**src/rtl/shrot_pkg.sv**
```systemverilog
package shrot_pkg;

  localparam int unsigned ACC_W = 32;

  typedef enum logic [2:0] {
    OP_RORC = 3'd0,
    OP_ROLC = 3'd1,
    OP_ASR1 = 3'd2,
    OP_LSR1 = 3'd3,
    OP_SHL1 = 3'd4,
    OP_ASRN = 3'd5,
    OP_LSRN = 3'd6,
    OP_SHLN = 3'd7
  } op_e;

  typedef enum logic [1:0] {
    SZ_BYTE  = 2'd0,
    SZ_WORD  = 2'd1,
    SZ_LONG  = 2'd2,
    SZ_LONGX = 2'd3
  } size_e;

  function automatic logic op_is_rot(op_e op);
    return (op == OP_RORC) || (op == OP_ROLC);
  endfunction

  function automatic logic op_is_multi(op_e op);
    return (op == OP_ASRN) || (op == OP_LSRN) || (op == OP_SHLN);
  endfunction

  function automatic logic op_is_right(op_e op);
    return (op == OP_RORC) || (op == OP_ASR1) || (op == OP_LSR1) ||
           (op == OP_ASRN) || (op == OP_LSRN);
  endfunction

  function automatic logic op_is_arith(op_e op);
    return (op == OP_ASR1) || (op == OP_ASRN);
  endfunction

  function automatic size_e eff_size(op_e op, size_e sz);
    if (op_is_rot(op))          return SZ_BYTE;
    else if (!op_is_multi(op))  return SZ_WORD;
    else if (sz == SZ_LONGX)    return SZ_LONG;
    else                        return sz;
  endfunction

  function automatic logic [ACC_W-1:0] size_mask(size_e sz);
    case (sz)
      SZ_BYTE: return ACC_W'(32'h0000_00FF);
      SZ_WORD: return ACC_W'(32'h0000_FFFF);
      default: return '1;
    endcase
  endfunction

  function automatic logic [4:0] size_msb(size_e sz);
    case (sz)
      SZ_BYTE: return 5'd7;
      SZ_WORD: return 5'd15;
      default: return 5'(ACC_W - 1);
    endcase
  endfunction

endpackage

```
**src/rtl/shrot_seq.sv**
```systemverilog
module shrot_seq
  import shrot_pkg::*;
#(
  parameter int CNT_W     = 8,
  parameter int SETUP_CYC = 5,
  parameter int ROT_CYC   = 3,
  parameter int SGL_CYC   = 2
) (
  input  logic             clk,
  input  logic             rst_n,
  input  logic             accept,
  input  op_e              op,
  input  logic [CNT_W-1:0] count,
  output logic             busy,
  output logic             last,
  output logic             step_en
);

  localparam int LEFT_W = $clog2(SETUP_CYC + (1 << CNT_W) + 1);

  logic [LEFT_W-1:0] left_q, left_init;
  logic [CNT_W-1:0]  nshift_q, nshift_init;
  logic              busy_q;

  always_comb begin
    if (op_is_multi(op)) begin
      nshift_init = count;
      if (count == '0) left_init = LEFT_W'(SETUP_CYC);
      else             left_init = LEFT_W'(SETUP_CYC - 1) + LEFT_W'(count);
    end else if (op_is_rot(op)) begin
      nshift_init = CNT_W'(1);
      left_init   = LEFT_W'(ROT_CYC - 1);
    end else begin
      nshift_init = CNT_W'(1);
      left_init   = LEFT_W'(SGL_CYC - 1);
    end
  end

  always_ff @(posedge clk or negedge rst_n) begin
    if (!rst_n) begin
      busy_q   <= 1'b0;
      left_q   <= '0;
      nshift_q <= '0;
    end else if (accept && !busy_q) begin
      busy_q   <= 1'b1;
      left_q   <= left_init;
      nshift_q <= nshift_init;
    end else if (busy_q) begin
      if (left_q == '0) busy_q <= 1'b0;
      else              left_q <= left_q - LEFT_W'(1);
    end
  end

  assign busy    = busy_q;
  assign last    = busy_q && (left_q == '0);
  assign step_en = busy_q && (left_q != '0) && (left_q <= LEFT_W'(nshift_q));

  // busy holds until the final cycle
  a_r9_busy_until_done: assert property (@(posedge clk) disable iff (!rst_n)
    (busy && !last) |=> busy);
  // the final cycle ends the operation and is a single pulse
  a_r9_done_pulse: assert property (@(posedge clk) disable iff (!rst_n)
    last |=> (!busy && !last));

endmodule

```
**src/rtl/shrot_step.sv**
```systemverilog
module shrot_step
  import shrot_pkg::*;
(
  input  op_e              op,
  input  size_e            size,
  input  logic [ACC_W-1:0] acc,
  input  logic             cin,
  output logic [ACC_W-1:0] acc_nx,
  output logic             cout
);

  logic [ACC_W-1:0] mask;
  logic [4:0]       msb_idx;
  logic             msb;
  logic             fill;
  logic [ACC_W-1:0] shifted;

  always_comb begin
    mask    = size_mask(size);
    msb_idx = size_msb(size);
    msb     = acc[msb_idx];
    shifted = '0;
    fill    = 1'b0;
    if (op_is_right(op)) begin
      if (op == OP_RORC)       fill = cin;
      else if (op_is_arith(op)) fill = msb;
      cout             = acc[0];
      shifted          = acc >> 1;
      shifted[msb_idx] = fill;
    end else begin
      if (op == OP_ROLC) fill = cin;
      cout    = msb;
      shifted = (acc << 1) | ACC_W'(fill);
    end
    acc_nx = shifted & mask;
  end

endmodule

```
**src/rtl/shrot_flags.sv**
```systemverilog
module shrot_flags
  import shrot_pkg::*;
(
  input  size_e            size,
  input  logic [ACC_W-1:0] res,
  output logic             zero,
  output logic             neg
);

  always_comb begin
    zero = (res & size_mask(size)) == '0;
    neg  = res[size_msb(size)];
  end

endmodule

```
**src/rtl/shrot_unit.sv**
```systemverilog
module shrot_unit
  import shrot_pkg::*;
#(
  parameter int CNT_W     = 8,
  parameter int SETUP_CYC = 5,
  parameter int ROT_CYC   = 3,
  parameter int SGL_CYC   = 2
) (
  input  logic             clk,
  input  logic             rst_n,
  input  logic             in_valid,
  output logic             in_ready,
  input  logic [2:0]       in_op,
  input  logic [1:0]       in_size,
  input  logic [31:0]      in_data,
  input  logic             in_carry,
  input  logic [CNT_W-1:0] in_count,
  output logic             busy,
  output logic             out_valid,
  output logic [31:0]      out_data,
  output logic             out_carry,
  output logic             out_zero,
  output logic             out_neg
);

  op_e              op_in, op_q;
  size_e            size_in, size_q;
  logic [ACC_W-1:0] acc_q, acc_nx;
  logic             c_q, c_nx;
  logic             accept, last, step_en;

  assign op_in    = op_e'(in_op);
  assign size_in  = eff_size(op_in, size_e'(in_size));
  assign accept   = in_valid && !busy;
  assign in_ready = !busy;

  shrot_seq #(
    .CNT_W(CNT_W), .SETUP_CYC(SETUP_CYC), .ROT_CYC(ROT_CYC), .SGL_CYC(SGL_CYC)
  ) u_seq (
    .clk(clk), .rst_n(rst_n), .accept(accept), .op(op_in), .count(in_count),
    .busy(busy), .last(last), .step_en(step_en)
  );

  shrot_step u_step (
    .op(op_q), .size(size_q), .acc(acc_q), .cin(c_q),
    .acc_nx(acc_nx), .cout(c_nx)
  );

  shrot_flags u_flags (
    .size(size_q), .res(acc_q), .zero(out_zero), .neg(out_neg)
  );

  always_ff @(posedge clk or negedge rst_n) begin
    if (!rst_n) begin
      op_q   <= OP_RORC;
      size_q <= SZ_BYTE;
      acc_q  <= '0;
      c_q    <= 1'b0;
    end else if (accept) begin
      op_q   <= op_in;
      size_q <= size_in;
      acc_q  <= in_data & size_mask(size_in);
      c_q    <= in_carry;
    end else if (step_en) begin
      acc_q  <= acc_nx;
      c_q    <= c_nx;
    end
  end

  assign out_valid = last;
  assign out_data  = acc_q;
  assign out_carry = c_q;

  // nothing above the selected size reaches the result
  a_r7_upper_zero: assert property (@(posedge clk) disable iff (!rst_n)
    out_valid |-> ((out_data & ~size_mask(size_q)) == '0));
  // a request while busy leaves the captured operation alone
  a_r10_ignore_busy: assert property (@(posedge clk) disable iff (!rst_n)
    (busy && in_valid && !out_valid) |=> ($stable(op_q) && $stable(size_q) && busy));
  // rotate through carry finishes in the third cycle
  a_r2_rot_latency: assert property (@(posedge clk) disable iff (!rst_n)
    (in_valid && in_ready && (in_op <= 3'd1)) |=> !out_valid ##1 !out_valid ##1 out_valid);
  // single-bit word shifts finish in the second cycle
  a_r3_single_latency: assert property (@(posedge clk) disable iff (!rst_n)
    (in_valid && in_ready && (in_op >= 3'd2) && (in_op <= 3'd4)) |=> !out_valid ##1 out_valid);
  // strobe never without busy
  a_r1_valid_needs_busy: assert property (@(posedge clk) disable iff (!rst_n)
    out_valid |-> busy);

endmodule

```
**config.mk**
```make
export PLATFORM = sky130hd
export DESIGN_NAME = shrot_unit
export DESIGN_NICKNAME = d
export VERILOG_FILES = /design/src/rtl/shrot_pkg.sv /design/src/rtl/shrot_seq.sv /design/src/rtl/shrot_step.sv /design/src/rtl/shrot_flags.sv /design/src/rtl/shrot_unit.sv
export SDC_FILE = /design/constraint.sdc
export NUM_CORES = 1
export LEC_CHECK = 0
export ABC_AREA = 1
export BUFFER_PORTS_ARGS = -buffer_cell sky130_fd_sc_hd__clkbuf_2
export CAP_MARGIN = 20
export CORE_ASPECT_RATIO = 1.25
export CORE_MARGIN = 2
export CORE_UTILIZATION = 50
export CTS_CLUSTER_DIAMETER = 30
export DETAILED_ROUTE_END_ITERATION = 8
export PLACE_DENSITY = 0.74
export SYNTH_ARGS = -nofsm -noshare
export SYNTH_HDL_FRONTEND = slang
export SYNTH_HIERARCHICAL = 1
export SYNTH_SLANG_ARGS = --single-unit
```
**constraint.sdc**
```tcl
create_clock -name clk -period 3.1 [get_ports clk]
set_input_delay 0.465 -clock clk [delete_from_list [all_inputs] [get_ports clk]]
set_output_delay 0.465 -clock clk [all_outputs]
set_load 0.005 [all_outputs]
```
Word-level counts from Yosys, hierarchy flattened
Cells that the tools add are included.
W data, S select, Z words.
{ "word_totals": {"regBits": 56, "out_inout_bits": 38, "wordCells": 88} }
{ "classes": {"addsub": 2, "magnitude_cmp": 3, "n_eq_ne": 13, "n_mux": 33, "bitwise_logic": 4, "reduce_logical": 26} }
{ "op_table": {"columns": ["op", "count"], "rows": [
  ["$mux W32", 4],
  ["$pmux W32 S2", 2],
  ["$and A32 B32 Y32", 3],
  ["$mux W9", 5],
  ["$bwmux W32", 1],
  ["$logic_not A32 Y1", 1],
  ["$or A32 B1 Y32", 1],
  ["$eq A3 B3 Y1 const B", 5],
  ["$mux W1", 13],
  ["$pmux W5 S2", 1],
  ["$add A3 B8 Y9 const A", 1],
  ["$le A9 B8 Y1", 1],
  ["$logic_not A9 Y1", 1],
  ["$reduce_bool A9 Y1", 1],
  ["$sub A9 B1 Y9 const B", 1],
  ["$logic_not A8 Y1", 1],
  ["$logic_or A1 B1 Y1", 8],
  ["$mux W2", 4],
  ["$mux W8", 1],
  ["$eq A3 B1 Y1 const B", 2],
  ["$eq A3 B2 Y1 const B", 2],
  ["$logic_and A1 B1 Y1", 6],
  ["$logic_not A3 Y1", 2],
  ["$lt A5 B6 Y1 const B", 1],
  ["other kinds (10)", 13]
]} }

Logic depth before layout (Yosys ltp)
Gate-level depths: netlist of run 1.
{ "logic_depth": {"depth_word": 12, "mapped_depth": 14, "mapped_depth_nobuf": 13} }

By module
The synthesis of run 1 kept the hierarchy.
{ "by_module_without_submodules": {"columns": ["module", "n_inst", "cells_per_inst", "area_each_um2", "seq_area_each_um2"], "rows": [
  ["shrot_unit", 1, 227, 1850.5, 950.9],
  ["shrot_seq", 1, 218, 1402.6, 450.4],
  ["shrot_step", 1, 131, 675.6, 0.0],
  ["shrot_flags", 1, 39, 188.9, 0.0]
]} }

Worst setup path before layout of run 1
Ideal clock, no wire load.
{ "synth_path": {"kind": "reg2reg", "start": "register u_seq.left_q[3]", "end": "register acc_q[15] (netlist: out_data[15])", "arrival_ps": 1952, "required_time_ps": 2978, "slack_ps": 1026, "path_stages_with_launch": 14, "synth_period_minus_slack_ps": 2074, "path_cell_list": "dfrtp_1 > ha_1 > nand2_1 > inv_1 > nand2_1 > nand2_1 > nand2_1 > nand3_1 > a21oi_1 > buf_6 > inv_2 > buf_6 > o21ai_1 > a21oi_1"} }
{ "synth_via": {"elab_chain_len": 4} }
{ "synth_rtl": {"columns": ["item", "line", "rtl"], "rows": [
  ["start: declaration", "shrot_seq.sv:21", "logic [LEFT_W-1:0] left_q, left_init;"],
  ["start signal: assignment", "shrot_seq.sv:46", "left_q <= left_init;"],
  ["start signal: assignment", "shrot_seq.sv:50", "else left_q <= left_q - LEFT_W'(1);"],
  ["parallel branches: the longest is 2 deep, another holds $le A9 B8 Y1", null, null],
  ["$logic_and A1 B1 Y1 *", "shrot_seq.sv:56", "assign step_en = busy_q && (left_q != '0) && (left_q <= LEFT_W'(nshift_q));"],
  ["via step_en", "shrot_unit.sv:30", "logic accept, last, step_en;"],
  ["$reduce_bool A2 Y1 (no line) *", null, null],
  ["end signal: assignment", "shrot_unit.sv:62", "acc_q <= in_data & size_mask(size_in);"],
  ["end signal: assignment", "shrot_unit.sv:65", "acc_q <= acc_nx;"],
  ["end: declaration", "shrot_unit.sv:28", "logic [ACC_W-1:0] acc_q, acc_nx;"]
]} }
Mark *: on every way through the listed nets, which the timed path passes.
A chain may end at the register's enable or synchronous reset.

Worst setup path after layout of run 1
{ "layout_path": {"start": "register size_q[1]", "end": "output port out_zero"} }
{ "layout_via": {"elab_chain_len": 4} }
{ "layout_rtl": {"columns": ["item", "line", "rtl"], "rows": [
  ["start: declaration", "shrot_unit.sv:27", "size_e size_in, size_q;"],
  ["start signal: assignment", "shrot_unit.sv:61", "size_q <= size_in;"],
  ["$eq A2 B1 Y1 / $logic_not A2 Y1 (equally long branches)", "shrot_pkg.sv:48", "case (sz)"],
  ["$pmux W32 S2 *", "shrot_pkg.sv:48", null],
  ["$and A32 B32 Y32 *", "shrot_flags.sv:11", "zero = (res & size_mask(size)) == '0;"],
  ["$logic_not A32 Y1 *", "shrot_flags.sv:11", null],
  ["end: declaration", "shrot_unit.sv:22", "output logic out_zero,"]
]} }
Mark *: on every way between the ends. The rest lies on a longest branch, timed or not.

==> results of run 1 <==
tightest hold or removal path, cell delays in order:
cell and delay, ns:
clkbuf_2 0.07, nand2_1 0.04, nand3_1 0.07
per-layer routing:
metal | GRT usage, % | part of all wire (%) | up-vias | wire length [um]
met2 | 45.3 | 53 | 133 | 5670
li1 | - | - | 2115 | -
met5 | 0 | 0 | - | 0
met3 | 3.68 | 5.3 | 16 | 574
met1 | 28.5 | 39 | 1924 | 4220
met4 | 8.73 | 2.5 | 0 | 266
logic make-up (layout without fill, tap and decap cells):
family,Yosys count,after routing
buffers and inverters,99,174
adders and majority gates,11,11
AOI/OAI and AO/OA,126,126
xor gates and xnor gates,1,1
DFF,56,56
and+or+nand+nor,322,322
cell usage in the layout, fill, tap and decap left out, drive strengths merged:
| master | instances |
|---|---|
| buf | 4 |
| clkinvlp | 2 |
| a211oi | 5 |
| nor2 | 111 |
| nand3 | 52 |
| clkbuf | 92 |
| inv | 74 |
| a21oi | 38 |
| o21ai | 78 |
| ha | 11 |
| o22ai | 4 |
| or2 | 1 |
| nand2 | 156 |
| dlygate4sd3 | 1 |
| a31oi | 1 |
| nand3b | 1 |
| xor2 | 1 |
| clkinv | 1 |
| nand4 | 1 |
| dfrtp | 56 |
state kept, by name, summed over array words and instances, names as in the netlist:
signal / count
u_seq/left_q: 9
u_seq/nshift_q: 8
op_q: 3
out_carry: 1
out_data: 32
u_seq/busy: 1
size_q: 2
power groups by stage:
stage	clock network [mW]	logic [mW]	registers (mW)
floorplan	0	2.69	1.46
global placement	0	3.09	1.57
detailed placement	0	3.18	1.58
CTS	0.462	3.19	1.57
global route	0.483	3.67	1.63
finish	0.449	3.19	1.57
per-stage QoR:
| step | hold slack (ns) | instance area, um2 | setup WS (ns) | utilization [%] | cells |
|---|---|---|---|---|---|
| finish | 0.359 | 4610 | 0.843 | 56.9 | 787 |
| global route | 0.357 | 4610 | 0.671 | 56.9 | 787 |
| CTS | 0.317 | 4580 | 0.853 | 56.5 | 785 |
| detailed placement | 0.502 | 4480 | 0.934 | 55.3 | 777 |
| global placement | 0.499 | 4480 | 0.989 | 55.3 | 777 |
| floorplan | 0.169 | 4120 | 1.03 | - | 615 |
worst max-delay path by stage:
stage | slack [ns] | start | end
after floorplan | 1.03 | u_seq/left_q[3]$_DFFE_PN0P_ | out_data[15]$_DFFE_PN0P_
after global placement | 0.99 | in_valid | u_seq/left_q[5]$_DFFE_PN0P_
after detailed placement | 0.93 | u_seq/busy$_DFF_PN0_ | u_seq/left_q[5]$_DFFE_PN0P_
after CTS | 0.85 | size_q[1]$_DFFE_PN0P_ | out_zero
after global routing | 0.67 | size_q[1]$_DFFE_PN0P_ | out_zero
final | 0.84 | size_q[1]$_DFFE_PN0P_ | out_zero
cell type report:
cell class | instances | area [um2] | area share [%]
Clock buffer | 6 | 82.6 | 1.79
Tap cell | 97 | 121 | 2.63
Inverter | 75 | 302 | 6.54
Sequential cell | 56 | 1400 | 30.4
Clock inverter | 2 | 15.0 | 0.326
Multi-Input combinational cell | 460 | 2210 | 47.8
Timing Repair Buffer | 91 | 483 | 10.5
==> flow_summary_export.csv, run 1 <==
group,metric,value,unit
floorplanning,core_area,8100,um2
clock_tree,postCtsSetupBuffers,0,
synthesis,synth_compound_gate_area_share,17.0,%
synthesis,synthAdderAreaFrac,3.34,%
synthesis,ys.flop_type,"dfrtp_1",
critical_path,crit_type,"flop to primary output",
sta,tightest_slew,0.788,ns
sta,skew,0.00996,ns
cells_and_area,layout.nets,749,
synthesis,synthMuxAreaShare,0,%
clock_tree,clk_latency,0.33,ns
global_routing,grt_pass1_wl,18.2,mm
cells_and_area,drive_gt1_share,19.9,%
synthesis,synth_edf_count,0,
synthesis,yosys.area_share.simple,33.0,%
critical_path,cp-start-kind,"flop",
synthesis,synth_most_common_cell,"nand2_1",
synthesis,ys_top_cells_by_area,"dfrtp_1, nand2_1, nor2_1",
clock_tree,cts_buffers,5,
critical_path,worstPathCellList,"inv_6 > nand2_4 > nand2_2 > nand2_1 > nor2_1 > nand2_1 > nor2_1 > clkbuf_2",
critical_path,path_buf_inv,2,
critical_path,rr_endpoint,"u_seq/left_q[5]$_DFFE_PN0P_",
cells_and_area,synthToLayoutAreaGrowth,12.0,%
pwr,p_leak,2.45,nW
global_routing,track_usage,24.6,%
route,routed-via-count,4188,
global_routing,antenna_found_initial,0,
sta,min_period,2.26,ns
route,detail_route.wl_per_cell,13.6,um
pwr,p_int,2.45,mW
critical_path,slowest_stage,"dfrtp_1",
sta,rsz0062_at_grt,"false",
sta,hold_violations,0,
critical_path,r2r_slack,0.94,ns
clock_tree,cts_sinks,56,
flow_run,max_cap_violations,0,
synthesis,syn-cell-area,4120,um2
status,status,"finished clean",
route,drc,0,
pwr,swShare,53.0,%
sta,drv_slew,0,
min_path,min_to,"out_data[2]$_DFFE_PN0P_",
min_path,hold_class,"input port to flop",
floorplanning,rows,37,
placement,dp_hpwl,7.91,mm
route,drt_iter0_markers,280,
critical_path,path_delay_family,"flip-flops",
synthesis,synthCells,615,
clock_tree,htreeDepth,2,
synthesis,async_reset_ff_share,100,%
synthesis,synthXorXnorAreaFrac,0.213,%
critical_path,slowest_delay,0.69,ns
critical_path,cp_max_fo,25,
floorplanning,die_area,8980,um2
critical_path,crit_path_end_kind,"primary output",
cells_and_area,diodes,0,
min_path,worstHoldStart,"in_data[2]",
global_routing,grt_pass1_vias,4044,
route,dr.pass1.iters,7,
critical_path,cp.required,2.63,ns
clock_tree,cts_resized,0,
synthesis,synth-seq-cells,56,
sta,slew_headroom,47.4,%
placement,gp_congestion,0.978,
synthesis,synth_largest_type_area_fraction,34.0,%
synthesis,syn_nets,675,
min_path,hold_path_depth,3,
clock_tree,cts-root-buf,"clkbuf_8",
pwr,post-layout-total-power,5.21,mW
sta,setup_viol,0,
pwr,clockPowerShare,8.6,%
clock_tree,cts_tree,"done",
clock_tree,clk_pin_slew,0.11,ns
pwr,seq_power_share,30.1,%
floorplanning,fp.dieH,105,um
synthesis,yosysTopAreaCell,"dfrtp_1",
placement,portBuffers,86,
route,vias_per_cell,5.32,
synthesis,yosysSeqAreaShare,34.0,%
clock_tree,cts_hold_buffers,0,
critical_path,crit_arrival,1.79,ns
floorplanning,initial_core_util,50.8,%
pwr,power_frac_comb,61.3,%
synthesis,syn_area_per_cell,6.70,um2
sta,max_freq,443,MHz
global_routing,grt_overflow,0,
synthesis,synthDistinctLibCells,33,
floorplanning,ios,87,
route,antenna_left,0,
critical_path,reg2reg_depth,11,
pwr,netSwitchingPower,2.76,mW
sta,fin_crit_sh,72.8,%
route,wl,10.7,mm
critical_path,path_depth,8,
floorplanning,die_w,85.2,um
synthesis,synthTopCellsByCount,"nand2_1, nor2_1, inv_1",
pwr,power.density,1130,nW/um2
pwr,ir_worst_vdd,0.577,mV
global_routing,grt_max_degree,52,
cells_and_area,nFillCells,806,
synthesis,synth_top_family_by_area,"simple AND/OR/NAND/NOR gates",
sta,setup_tns,0,ns
synthesis,synth_warnings,6,
critical_path,r2r_start,"u_seq/busy$_DFF_PN0_",
clock_tree,cts_buffer_depth,2,
(Power assumes the default switching activity.)
==> run 2: changes to the inputs <==
==> constraint.sdc (replaced) <==
create_clock -name clk -period 2.23 [get_ports clk]
set_input_delay 0.3345 -clock clk [delete_from_list [all_inputs] [get_ports clk]]
set_output_delay 0.3345 -clock clk [all_outputs]
set_load 0.005 [all_outputs]
==> run 2 against run 1 <==
Sequential power rose by 37%; design area rose by 1.1%; clock power rose by 61%; die area did not move; first-iteration DRC count fell by 16%; utilization rose by 0.60 points.
==> flow_summary_export.csv, run 2 (synthesis gave the netlist of run 1 again) <==
group,metric,value,unit
sta,skew,0.0188,ns
pwr,power.density,1590,nW/um2
global_routing,antenna_found_initial,0,
clock_tree,cts-root-buf,"clkbuf_8",
sta,slew_headroom,50.4,%
sta,tightest_slew,0.744,ns
critical_path,crit_type,"flop to primary output",
cells_and_area,drive_gt1_share,20.4,%
flow_run,max_cap_violations,0,
global_routing,track_usage,24.5,%
critical_path,slowest_delay,0.54,ns
sta,max_freq,509,MHz
cells_and_area,regArea,1400,um2
route,antenna_left,0,
critical_path,worstPathCellList,"buf_4 > o21ai_1 > nand2_1 > nor2_1 > nand2_1 > nor2_1 > clkbuf_2",
global_routing,busiest_layer,"met2",
global_routing,met1_usage,28.0,%
cells_and_area,finalNonFillerCells,789,
pwr,post-layout-total-power,7.40,mW
critical_path,cp-start-kind,"flop",
sta,hold_slack,0.0618,ns
pwr,ir_worst_vdd,0.802,mV
cells_and_area,finish.utilization,57.5,%
global_routing,grt_max_degree,52,
clock_tree,clk_latency,0.32,ns
global_routing,grt_pass1_wl,18.1,mm
route,wl,10.4,mm
route,vias_per_cell,5.23,
critical_path,crit_arrival,1.63,ns
critical_path,slowest_stage,"dfrtp_1",
route,drc,0,
clock_tree,clk_pin_slew,0.11,ns
global_routing,grtUsageMet3,3.37,%
placement,placed_area,4530,um2
sta,setup_viol,0,
cells_and_area,nFillCells,834,
placement,dp_slack,0.142,ns
global_routing,grt_pass1_vias,4086,
floorplanning,core_area,8100,um2
clock_tree,cts_hold_buffers,0,
cells_and_area,design_area,4660,um2
clock_tree,cts_buffers,5,
status,status,"finished clean",
clock_tree,cts_tree,"done",
placement,portBuffers,86,
floorplanning,die_w,85.2,um
clock_tree,cts_resized,0,
placement,dp_cells,781,
sta,setup_tns,0,ns
placement,gp_congestion,0.964,
global_routing,gr-usage-met2,45.6,%
global_routing,grt_overflow,0,
floorplanning,fp.dieH,105,um
critical_path,crit_path_end_kind,"primary output",
cells_and_area,final_cell_mix,"nand2_1, nor2_1, clkbuf_2, inv_1, dfrtp_1",
sta,min_period,1.96,ns
critical_path,cp_max_fo,16,
cells_and_area,multi_input_area,2210,um2
sta,drv_slew,0,
sta,fin_crit_sh,88.1,%
pwr,p_leak,2.48,nW
clock_tree,htreeDepth,2,
floorplanning,ios,87,
min_path,hold_class,"input port to async pin",
floorplanning,rows,37,
cells_and_area,synthToLayoutAreaGrowth,13.2,%
route,drt_iter0_markers,235,
sta,fin_ws,0.266,ns
cells_and_area,largest_register_ffs,32,
clock_tree,cts_buffer_depth,2,
cells_and_area,layout.nets,751,
route,dr.pass1.iters,4,
clock_tree,postCtsSetupBuffers,0,
critical_path,cp.required,1.90,ns
cells_and_area,diodes,0,
route,detail_route.wl_per_cell,13.2,um
sta,hold_violations,0,
floorplanning,initial_core_util,50.8,%
cells_and_area,layout_commonest_cell,"nand2_1",
route,routed-via-count,4128,
sta,rsz0062_at_grt,"false",
placement,dp_hpwl,7.84,mm
floorplanning,die_area,8980,um2
clock_tree,cts_sinks,56,
==> run 2: cell count changes in the layout (fill, tap and decap cells not counted), sizes merged <==
| cell | delta |
|---|---|
| clkinv | +1 |
| dlygate4sd3 | -1 |
| clkinvlp | -2 |
| buf | +3 |
| bufinv | +1 |
==> run 2: area by class of cell <==
cell class | instances | area share, %
clock buffer | 6 | 1.77
timing repair buffer | 93 | 10.7
clock inverter | 2 | 0.832
multi-input combinational | 460 | 47.3
inverter | 75 | 6.63
tap | 97 | 2.60
sequential | 56 | 30.1
==> run 2: routing by layer <==
| metal | wire [um] | up-vias |
|---|---|---|
| met2 | 5550 | 109 |
| met5 | 0 | - |
| met1 | 4150 | 1886 |
| met3 | 471 | 16 |
| met4 | 231 | 0 |
| li1 | - | 2117 |
==> run 2: worst max-delay path: cells and delay by family (launching register included) <==
kind / cells / cell delay [ns]
AO/OA/AOI/OAI: 1 / 0.09
flip-flops: 1 / 0.54
buffers and inverters: 2 / 0.38
AND/OR/NAND/NOR: 4 / 0.31
==> run 2: path summary, 6_finish.rpt <==
check,startpoint,endpoint,slack (ns),depth (start not counted)
max,size_q[1]$_DFFE_PN0P_,out_zero,0.27,7
min,rst_n,out_data[18]$_DFFE_PN0P_,0.06,1
max reg2reg,u_seq/left_q[4]$_DFFE_PN0P_,out_data[15]$_DFFE_PN0P_,0.27,13
min reg2reg,u_seq/left_q[0]$_DFFE_PN0P_,u_seq/left_q[0]$_DFFE_PN0P_,0.52,2
max in group asynchronous,rst_n,u_seq/left_q[8]$_DFFE_PN0P_,1.54,2
min in group clk,in_data[21],out_data[21]$_DFFE_PN0P_,0.24,3
==> run 2: power by group <==
| group | leakage [nW] | total (mW) | internal [mW] | switching [mW] |
|---|---|---|---|---|
| Combinational | 1.73 | 4.52 | 1.68 | 2.84 |
| Sequential | 0.694 | 2.15 | 1.53 | 0.615 |
| Clock | 0.0614 | 0.724 | 0.368 | 0.356 |
| Total | 2.48 | 7.40 | 3.58 | 3.81 |
==> run 3: changes to the inputs <==
--- a/config.mk
+++ b/config.mk
@@ -10,10 +10,10 @@
 export CAP_MARGIN = 20
 export CORE_ASPECT_RATIO = 1.25
 export CORE_MARGIN = 2
-export CORE_UTILIZATION = 50
+export CORE_UTILIZATION = 30
 export CTS_CLUSTER_DIAMETER = 30
 export DETAILED_ROUTE_END_ITERATION = 8
-export PLACE_DENSITY = 0.74
+export PLACE_DENSITY = 0.49
 export SYNTH_ARGS = -nofsm -noshare
 export SYNTH_HDL_FRONTEND = slang
 export SYNTH_HIERARCHICAL = 1
==> run 3 against run 2 <==
Global-route usage shrank 7.2 points; design area is 3.0% higher; setup slack worse by 0.050 ns; fmax decreased by 2.5%; critical path type is now flop to flop; largest power group unchanged; sequential cell count stayed put; non-clock buffer count grew 5; clock skew is 0.0096 ns lower; wire length up 15%; worst hold slack improved by 0.042 ns.
==> flow_summary_export.csv, run 3 (synthesis gave the netlist of run 1 again) <==
group,metric,value,unit
global_routing,grt_pass1_wl,20.2,mm
sta,tightest_slew,0.800,ns
global_routing,grt_overflow,0,
cells_and_area,nFillCells,1500,
min_path,hold_class,"input port to async pin",
cells_and_area,diodes,0,
floorplanning,fp.dieH,135,um
sta,min_period,2.01,ns
pwr,power.density,1580,nW/um2
critical_path,worstPathCellList,"ha_1 > nand2_1 > nor2_1 > nand3b_1 > nand3_1 > a21oi_2 > buf_4 > nor2_8 > inv_8 > nor2_1 > a21oi_1",
global_routing,grt_max_degree,52,
global_routing,met1_usage,21.0,%
placement,dp_hpwl,9.08,mm
sta,hold_violations,0,
sta,hold_slack,0.104,ns
sta,setup_viol,0,
flow_run,max_cap_violations,0,
status,status,"finished clean",
route,wl,12.0,mm
placement,portBuffers,86,
global_routing,busiest_layer,"met2",
sta,slew_headroom,46.7,%
clock_tree,cts_resized,0,
clock_tree,clk_pin_slew,0.08,ns
route,antenna_left,0,
clock_tree,cts_sinks,56,
floorplanning,rows,47,
sta,setup_tns,0,ns
floorplanning,die_w,109,um
critical_path,path_common_cell,"nor2_1",
placement,placed_area,4640,um2
critical_path,crit_arrival,2.21,ns
sta,drv_slew,0,
cells_and_area,largest_register_ffs,32,
clock_tree,cts_hold_buffers,0,
route,drt_iter0_markers,167,
route,drc,0,
sta,max_freq,497,MHz
cells_and_area,design_area,4800,um2
route,dr.pass1.iters,5,
sta,fin_crit_sh,90.3,%
sta,rsz0062_at_grt,"false",
clock_tree,clk_latency,0.31,ns
floorplanning,initial_core_util,30.8,%
pwr,p_leak,2.51,nW
clock_tree,cts_buffers,5,
clock_tree,htreeDepth,2,
route,routed-via-count,4128,
cells_and_area,finish.utilization,35.9,%
critical_path,cp.required,2.43,ns
pwr,ir_worst_vdd,0.578,mV
floorplanning,core_area,13300,um2
cells_and_area,synthToLayoutAreaGrowth,16.5,%
sta,skew,0.00924,ns
global_routing,antenna_found_initial,0,
global_routing,grt_pass1_vias,4053,
critical_path,slowest_delay,0.43,ns
route,detail_route.wl_per_cell,13.8,um
cells_and_area,layout_commonest_cell,"nand2_1",
clock_tree,cts_buffer_depth,2,
critical_path,cp_max_fo,24,
cells_and_area,drive_gt1_share,20.8,%
cells_and_area,final_cell_mix,"nand2_1, nor2_1, clkbuf_2, inv_1, dfrtp_1",
global_routing,gr-usage-met2,31.5,%
route,vias_per_cell,4.76,
floorplanning,die_area,14700,um2
clock_tree,cts_tree,"done",
critical_path,crit_path_end_kind,"flop",
floorplanning,ios,87,
cells_and_area,layout.nets,756,
global_routing,grtUsageMet3,2.94,%
global_routing,track_usage,17.3,%
clock_tree,postCtsSetupBuffers,0,
critical_path,slowest_stage,"dfrtp_1",
clock_tree,cts-root-buf,"clkbuf_16",
critical_path,cp-start-kind,"flop",
placement,gp_congestion,0.864,
critical_path,crit_type,"flop to flop",
## run 3: changes by cell type in the layout (fill, tap and decap cells not counted), sizes merged
cell,change
clkinvlp,+1
buf,+5
bufinv,-1
## run 3: area by class of cell
| type | instances | area [um2] | area share [%] |
|---|---|---|---|
| clock buffer | 6 | 129 | 2.69 |
| clock inverter | 2 | 16.3 | 0.339 |
| inverter | 75 | 307 | 6.39 |
| multi-input combinational | 460 | 2210 | 46.1 |
| sequential | 56 | 1400 | 29.2 |
| tap | 171 | 214 | 4.46 |
| timing repair buffer | 98 | 520 | 10.9 |
## run 3: layer usage
layer | wire length [um] | up-vias | share of wire, %
li1 | - | 2135 | -
met1 | 5080 | 1898 | 42
met2 | 6250 | 87 | 52
met3 | 467 | 8 | 3.9
met5 | 0 | - | 0
met4 | 162 | 0 | 1.4
## run 3: critical path, delay by kind of cell (launching register included)
kind / cells / cell delay, ns
AOI/OAI and AO/OA: 2 / 0.12
adders and majority gates: 1 / 0.32
buffers and inverters: 2 / 0.29
DFF: 1 / 0.43
and+or+nand+nor: 6 / 0.75
## run 3: path summary, 6_finish.rpt
check	start	slack, ns	to	cells past startpoint
min in group clk	in_data[3]	0.26	out_data[3]$_DFFE_PN0P_	3
setup / recovery	u_seq/left_q[4]$_DFFE_PN0P_	0.22	out_data[27]$_DFFE_PN0P_	11
setup reg to reg	u_seq/left_q[4]$_DFFE_PN0P_	0.22	out_data[27]$_DFFE_PN0P_	11
hold / removal	rst_n	0.10	out_data[13]$_DFFE_PN0P_	1
hold reg to reg	u_seq/left_q[0]$_DFFE_PN0P_	0.54	u_seq/left_q[0]$_DFFE_PN0P_	2
max in group asynchronous	rst_n	1.47	out_data[3]$_DFFE_PN0P_	2
## run 3: report_power, final
group          switching [mW]  internal, mW  total, mW  leakage [nW]
clock                   0.401         0.421      0.821        0.0671
sequential              0.621          1.54       2.16         0.695
combinational            2.91          1.68       4.59          1.75
total                    3.94          3.63       7.57          2.51
## run 3: stage by stage
step           instances  power (mW)  setup slack [ns]
5_1_grt              868        8.45           0.00874
3_3_place_gp         860        6.73             0.176
4_1_cts              868        7.63            0.0653
3_5_place_dp         860        6.78            0.0969
6_report             868        7.57             0.216
2_1_floorplan        615        5.77             0.156
